**config.mk**
```make
export PLATFORM = sky130hd
export DESIGN_NAME = spi_delay_master
export DESIGN_NICKNAME = d
export VERILOG_FILES = /design/src/rtl/spi_dm_pkg.sv /design/src/rtl/spi_dm_seq.sv /design/src/rtl/spi_dm_shift.sv /design/src/rtl/spi_delay_master.sv
export SDC_FILE = /design/constraint.sdc
export NUM_CORES = 1
export LEC_CHECK = 0
export BUFFER_PORTS_ARGS = -buffer_cell sky130_fd_sc_hd__buf_4
export CAP_MARGIN = 20
export CORE_ASPECT_RATIO = 1.5
export CORE_MARGIN = 8
export CORE_UTILIZATION = 54
export DETAILED_ROUTE_END_ITERATION = 8
export GPL_TIMING_DRIVEN = 0
export PLACE_DENSITY = 0.75
export SLEW_MARGIN = 20
export SYNTH_ARGS = -nofsm -noshare
export SYNTH_HDL_FRONTEND = slang
export SYNTH_SLANG_ARGS = --single-unit
```
**constraint.sdc**
```tcl
create_clock -name clk -period 2.9 [get_ports clk]
set_input_delay 0.145 -clock clk [delete_from_list [all_inputs] [get_ports clk]]
set_output_delay 0.145 -clock clk [all_outputs]
set_load 0.03 [all_outputs]
```
**src/rtl/spi_dm_pkg.sv**
```systemverilog
package spi_dm_pkg;

  typedef enum logic [2:0] {
    ST_IDLE,
    ST_LEAD,
    ST_CLK,
    ST_TAIL,
    ST_POST
  } seq_state_e;

  // Effective word length: limited to [lo, hi].
  function automatic int unsigned word_len(int unsigned raw, int unsigned lo,
                                           int unsigned hi);
    if (raw < lo) return lo;
    if (raw > hi) return hi;
    return raw;
  endfunction

  // Number of the last sampling edge in a frame (edges counted from 1).
  function automatic int unsigned last_edge(int unsigned len, logic cpha);
    return cpha ? 2 * len : 2 * len - 1;
  endfunction

  // Edge k samples the slave: odd edges for phase 0, even edges for phase 1.
  function automatic logic sample_edge(int unsigned k, logic cpha);
    return cpha ? ((k % 2) == 0) : ((k % 2) == 1);
  endfunction

  // Edge k advances the outgoing bit: even edges for phase 0,
  // odd edges after the first for phase 1.
  function automatic logic shift_edge(int unsigned k, logic cpha);
    return cpha ? (((k % 2) == 1) && (k > 1)) : ((k % 2) == 0);
  endfunction

endpackage

```
**src/rtl/spi_dm_seq.sv**
```systemverilog
module spi_dm_seq
  import spi_dm_pkg::*;
#(
  parameter int WORD_MIN = 8,
  parameter int WORD_MAX = 16,
  parameter int TMR_W    = 8,
  parameter int LEN_W    = 5,
  parameter int EDGE_W   = 6
) (
  input  logic             clk,
  input  logic             rst_n,
  input  logic             start,
  input  logic             cfg_cpol,
  input  logic             cfg_cpha,
  input  logic [LEN_W-1:0] cfg_len,
  input  logic [TMR_W-1:0] cfg_div,
  input  logic [TMR_W-1:0] cfg_pre,
  input  logic [TMR_W-1:0] cfg_post,
  output logic             busy,
  output logic             cs_n,
  output logic             sck,
  output logic             done,
  output logic             accept,
  output logic             edge_fire,
  output logic             sample_ev,
  output logic             shift_ev,
  output logic             frame_end,
  output logic [LEN_W-1:0] len_sel
);

  seq_state_e       state_q;
  logic [TMR_W-1:0] tmr_q;
  logic [EDGE_W-1:0] ec_q;
  logic [EDGE_W-1:0] edge_idx;
  logic [EDGE_W-1:0] last_idx;
  logic             cpol_q, cpha_q;
  logic [LEN_W-1:0] len_q;
  logic [TMR_W-1:0] div_q, post_q;
  logic             cs_n_q, sck_q, done_q;
  logic             tmr_zero;
  logic             post_end;

  assign tmr_zero  = (tmr_q == '0);
  assign accept    = (state_q == ST_IDLE) && start;
  assign edge_fire = ((state_q == ST_LEAD) || (state_q == ST_CLK)) && tmr_zero;
  assign edge_idx  = (state_q == ST_LEAD) ? EDGE_W'(1) : ec_q + EDGE_W'(1);
  assign last_idx  = EDGE_W'(last_edge(32'(len_q), cpha_q));
  assign sample_ev = edge_fire && sample_edge(32'(edge_idx), cpha_q);
  assign shift_ev  = edge_fire && shift_edge(32'(edge_idx), cpha_q);
  assign frame_end = (state_q == ST_TAIL) && tmr_zero;
  assign post_end  = (state_q == ST_POST) && tmr_zero;
  assign len_sel   = LEN_W'(word_len(32'(cfg_len), WORD_MIN, WORD_MAX));

  assign busy = (state_q != ST_IDLE);
  assign cs_n = cs_n_q;
  assign sck  = sck_q;
  assign done = done_q;

  always_ff @(posedge clk or negedge rst_n) begin
    if (!rst_n) begin
      state_q <= ST_IDLE;
      tmr_q   <= '0;
      ec_q    <= '0;
      cpol_q  <= 1'b0;
      cpha_q  <= 1'b0;
      len_q   <= LEN_W'(WORD_MIN);
      div_q   <= '0;
      post_q  <= '0;
      cs_n_q  <= 1'b1;
      sck_q   <= 1'b0;
      done_q  <= 1'b0;
    end else begin
      done_q <= 1'b0;
      unique case (state_q)
        ST_IDLE: begin
          sck_q <= cfg_cpol;
          if (accept) begin
            cpol_q  <= cfg_cpol;
            cpha_q  <= cfg_cpha;
            len_q   <= len_sel;
            div_q   <= cfg_div;
            post_q  <= cfg_post;
            ec_q    <= '0;
            tmr_q   <= (cfg_pre == '0) ? '0 : cfg_pre - 1'b1;
            cs_n_q  <= 1'b0;
            state_q <= ST_LEAD;
          end
        end
        ST_LEAD, ST_CLK: begin
          if (edge_fire) begin
            sck_q   <= ~sck_q;
            ec_q    <= edge_idx;
            tmr_q   <= div_q;
            state_q <= (edge_idx == last_idx) ? ST_TAIL : ST_CLK;
          end else begin
            tmr_q <= tmr_q - 1'b1;
          end
        end
        ST_TAIL: begin
          if (frame_end) begin
            cs_n_q  <= 1'b1;
            sck_q   <= cpol_q;
            done_q  <= 1'b1;
            tmr_q   <= (post_q == '0) ? '0 : post_q - 1'b1;
            state_q <= ST_POST;
          end else begin
            tmr_q <= tmr_q - 1'b1;
          end
        end
        ST_POST: begin
          if (post_end) state_q <= ST_IDLE;
          else          tmr_q   <= tmr_q - 1'b1;
        end
        default: state_q <= ST_IDLE;
      endcase
    end
  end

endmodule

```
**src/rtl/spi_dm_shift.sv**
```systemverilog
module spi_dm_shift #(
  parameter int WORD_MAX = 16,
  parameter int LEN_W    = 5
) (
  input  logic                clk,
  input  logic                rst_n,
  input  logic                load,
  input  logic [LEN_W-1:0]    len,
  input  logic [WORD_MAX-1:0] tx_word,
  input  logic                shift_ev,
  input  logic                sample_ev,
  input  logic                miso,
  output logic                mosi,
  output logic [WORD_MAX-1:0] rx_sh
);

  logic [WORD_MAX-1:0] tx_q;
  logic [WORD_MAX-1:0] rx_q;

  // The outgoing word is left-aligned so that the active MSB is always the top bit.
  always_ff @(posedge clk or negedge rst_n) begin
    if (!rst_n) begin
      tx_q <= '0;
      rx_q <= '0;
    end else if (load) begin
      tx_q <= tx_word << (LEN_W'(WORD_MAX) - len);
      rx_q <= '0;
    end else begin
      if (shift_ev)  tx_q <= {tx_q[WORD_MAX-2:0], 1'b0};
      if (sample_ev) rx_q <= {rx_q[WORD_MAX-2:0], miso};
    end
  end

  assign mosi  = tx_q[WORD_MAX-1];
  assign rx_sh = rx_q;

endmodule

```
**src/rtl/spi_delay_master.sv**
```systemverilog
module spi_delay_master #(
  parameter int WORD_MIN = 8,
  parameter int WORD_MAX = 16,
  parameter int TMR_W    = 8,
  parameter int LEN_W    = $clog2(WORD_MAX + 1)
) (
  input  logic                clk,
  input  logic                rst_n,
  input  logic                cfg_cpol,
  input  logic                cfg_cpha,
  input  logic [LEN_W-1:0]    cfg_len,
  input  logic [TMR_W-1:0]    cfg_div,
  input  logic [TMR_W-1:0]    cfg_pre,
  input  logic [TMR_W-1:0]    cfg_post,
  input  logic                start,
  input  logic [WORD_MAX-1:0] tx_word,
  output logic                busy,
  output logic                done,
  output logic [WORD_MAX-1:0] rx_word,
  output logic                sck,
  output logic                cs_n,
  output logic                mosi,
  input  logic                miso
);

  localparam int EDGE_W = $clog2(2 * WORD_MAX + 1);

  logic             accept;
  logic             edge_fire;
  logic             sample_ev;
  logic             shift_ev;
  logic             frame_end;
  logic [LEN_W-1:0] len_sel;
  logic [WORD_MAX-1:0] rx_sh;
  logic [WORD_MAX-1:0] rx_q;

  spi_dm_seq #(
    .WORD_MIN(WORD_MIN), .WORD_MAX(WORD_MAX), .TMR_W(TMR_W),
    .LEN_W(LEN_W), .EDGE_W(EDGE_W)
  ) u_seq (
    .clk(clk), .rst_n(rst_n), .start(start),
    .cfg_cpol(cfg_cpol), .cfg_cpha(cfg_cpha), .cfg_len(cfg_len),
    .cfg_div(cfg_div), .cfg_pre(cfg_pre), .cfg_post(cfg_post),
    .busy(busy), .cs_n(cs_n), .sck(sck), .done(done),
    .accept(accept), .edge_fire(edge_fire), .sample_ev(sample_ev),
    .shift_ev(shift_ev), .frame_end(frame_end), .len_sel(len_sel)
  );

  spi_dm_shift #(
    .WORD_MAX(WORD_MAX), .LEN_W(LEN_W)
  ) u_shift (
    .clk(clk), .rst_n(rst_n), .load(accept), .len(len_sel),
    .tx_word(tx_word), .shift_ev(shift_ev), .sample_ev(sample_ev),
    .miso(miso), .mosi(mosi), .rx_sh(rx_sh)
  );

  always_ff @(posedge clk or negedge rst_n) begin
    if (!rst_n)         rx_q <= '0;
    else if (frame_end) rx_q <= rx_sh;
  end

  assign rx_word = rx_q;

endmodule

```
==> reports/qor.yml <==
final_layout:
  drive_above_1_share_pct: 22.2
  diodes: 0
  instances_no_fill: 873
  layout_common_cells: "95 x nand2_1, 89 x dfrtp_1, 70 x buf_4"
  area_growth_pct: 19.9
  fin_nets: 783
  finish.utilization_pct: 66.2
  layout_commonest_cell: "nand2_1"
place:
  portBuffers: 69
  gp_congestion: 0.941
  dp_cells: 844
  hpwl_um: 11900
global_routing:
  grt_pass1_wl_um: 25900
  grt_max_degree: 61
  grt_overflow_total: 0
  grt_util_all_layers_pct: 22.5
  grt_pass1_vias: 5354
  antenna_found_initial: 0
die:
  die_x_um: 101
  num_rows: 46
  coreArea_mm2: 0.0106
  boundaryPins: 72
  initial_core_util_pct: 55.2
  dieArea_mm2: 0.0145
  die_h_um: 143
sta:
  fmax_mhz: 362
  rsz0062_at_grt: "no"
  setup_viol: 0
  timing.final.crit_period_ns: 2.76
  period_share_pct: 95.2
  finalHoldViolCount: 0
  finalMaxSlewViolations: 0
  worstMarginPinSlew_ns: 0.726
  fin_skew_ns: 0.00725
  slew_headroom_pct: 51.1
worst_setup_path:
  cp_slowest_stage_delay_ns: 0.43
  critPathSlowestCell: "clkbuf_1"
  r2r_start: "u_seq.tmr_q[0]"
  crit_path_end_kind: "register"
  path_depth: 11
  r2r_cells: 9
  cp.required_ns: 3.10
  crit_arrival_ns: 2.96
  crit_buf_inv: 5
  worstSetupStartpoint: "cfg_len[4]"
  cp_max_fo: 10
  start_kind: "primary input"
  worstSetupPathType: "primary input to register"
  crit_chain: "buf_2, nand2b_4, nor2_8, inv_4, buf_4, ha_1, buf_1, clkbuf_1, a21oi_1, a222oi_1, a31oi_1"
  path_delay_family: "buffers and inverters"
worst_hold_path:
  hp-class: "primary input to register"
  whs_path_depth: 3
  hold_start: "cfg_div[6]"
route:
  detail_route.iter0.violations: 298
  drc_errors: 0
  avgViaCountPerCell: 6.01
  num_vias: 5249
  wl_um: 15900
  drtAntennaViolNets: 0
  dr.pass1.iters: 5
  wire_per_inst_um: 18.2
synth:
  synth_ff_type: "dfrtp_1"
  syn_inst: 630
  synth_area_mm2: 0.00584
  synth-async-reset-ratio_pct: 100
  yosysSeqAreaShare_pct: 39.0
  ys_warn_count: 0
  avgSynthCellArea_um2: 9.28
  synth_edf_count: 0
  yosys_register_bits: 91
  synth_fp_nets: 689
  ys_types: 88
clock_network:
  clk_latency_ns: 0.35
  cts_root_buffer: "clkbuf_16"
  clkTransAtPathRegs_ns: 0.07
  cts.sinks: 91
  htree_num_levels: 3
  cts_tree: "done"
  clk_path_buf_depth: 2
  ctsHoldBuffers: 11
  post_cts.repair.setup_buffers: 0
  cts_buffers: 9
  cts_resized: 0
pwr:
  ir_drop_mv: 0.361
  p_leak_nw: 3.27
  power_density_mw_per_mm2: 414
status:
  outcome: "complete, no violations"
flow_run:
  drv_cap: 0
==> per-stage QoR <==
step	setup slack [ns]	total power (W)	TNS (ns)	instance area, µm²	hold WS (ns)
2_1_floorplan	0.312	0.00156	0	5840	-0.151
3_3_place_gp	-0.202	0.00170	-0.321	6540	0.337
3_5_place_dp	-0.188	0.00172	-0.498	6570	0.131
4_1_cts	0.169	0.00290	0	6990	0.00110
5_1_grt	0.000757	0.00301	0	7010	0.0159
6_report	0.139	0.00290	0	7010	0.00702
==> worst min-delay path: cells and delay by family <==
family,cells,cell delay [ns]
simple gates,2,0.08
buf+inv,1,0.09
==> path summary, 6_finish.rpt <==
check | slack [ns] | to
worst max register to register | 0.37 | u_shift.rx_sh[7]
worst min-delay path | 0.007 | u_seq.div_q[6]
min in group asynchronous | 0.29 | u_seq.ec_q[4]
worst max-delay path | 0.14 | u_shift.tx_q[15]
max in group asynchronous | 1.93 | u_seq.cs_n
worst min register to register | 0.49 | u_seq.div_q[6]
==> layout make-up <==
cell class                 count  area, µm²
buffer                        32        206
clock buffer                   9        225
clock inverter                 7       81.3
fill                         893       3580
inverter                      21       81.3
multi-input combinational    486       3280
sequential                    91       2280
tap                          144        180
timing repair buffer          83        676
==> routing by layer <==
layer	up-vias	track usage, %	routed length, µm
li1	2465	-	-
met1	2581	23.8	6140
met2	171	41.9	8600
met3	32	3.78	742
met4	0	10.1	417
met5	-	0	0
==> power breakdown <==
group	switching (W)	leakage (nW)	internal, W
logic	0.000203	1.98	0.000172
clock network	0.000570	0.150	0.000615
registers	0.0000325	1.14	0.00131
==> cells by family after synthesis <==
family                   after synthesis  share of synthesized area [%]
buffers and inverters                 53                           4.92
adder cells (fa/ha/maj)                8                           1.71
flip-flops                            91                           39.0
XOR/XNOR                              21                           3.28
AND/OR/NAND/NOR                      240                           20.9
AO/OA/AOI/OAI                        158                           18.9
multiplexers                          59                           11.3
==> synthesized netlist by cell type, types with 9 or more instances <==
master    number  share of area [%]
inv_1         20                1.3
a21oi_1       24                2.1
o21ai_0       28                2.4
mux2_2        24                4.6
nor2_1        49                3.1
xor2_1         9                1.3
xnor2_1       11                1.6
nand3_1       15                1.3
nand2b_1       9               0.96
o21ai_1       17                1.5
nor3_1        14                1.2
dfrtp_1       89                 38
mux2i_1       32                5.5
clkbuf_1      10               0.64
nand2_1       95                6.1
buf_2         11               0.94
==> sequential cells by signal, indices dropped and copies added, names as in the netlist <==
signal / count
rx_word: 16
u_shift.tx_q: 16
u_seq.sck: 1
u_seq.done: 1
u_seq.post_q: 8
u_seq.div_q: 8
u_seq.ec_q: 6
u_seq.state_q: 3
u_shift.rx_sh: 16
u_seq.len_q: 5
u_seq.cpha_q: 1
u_seq.cs_n: 1
u_seq.cpol_q: 1
u_seq.tmr_q: 8
(Power assumes the default switching activity.)
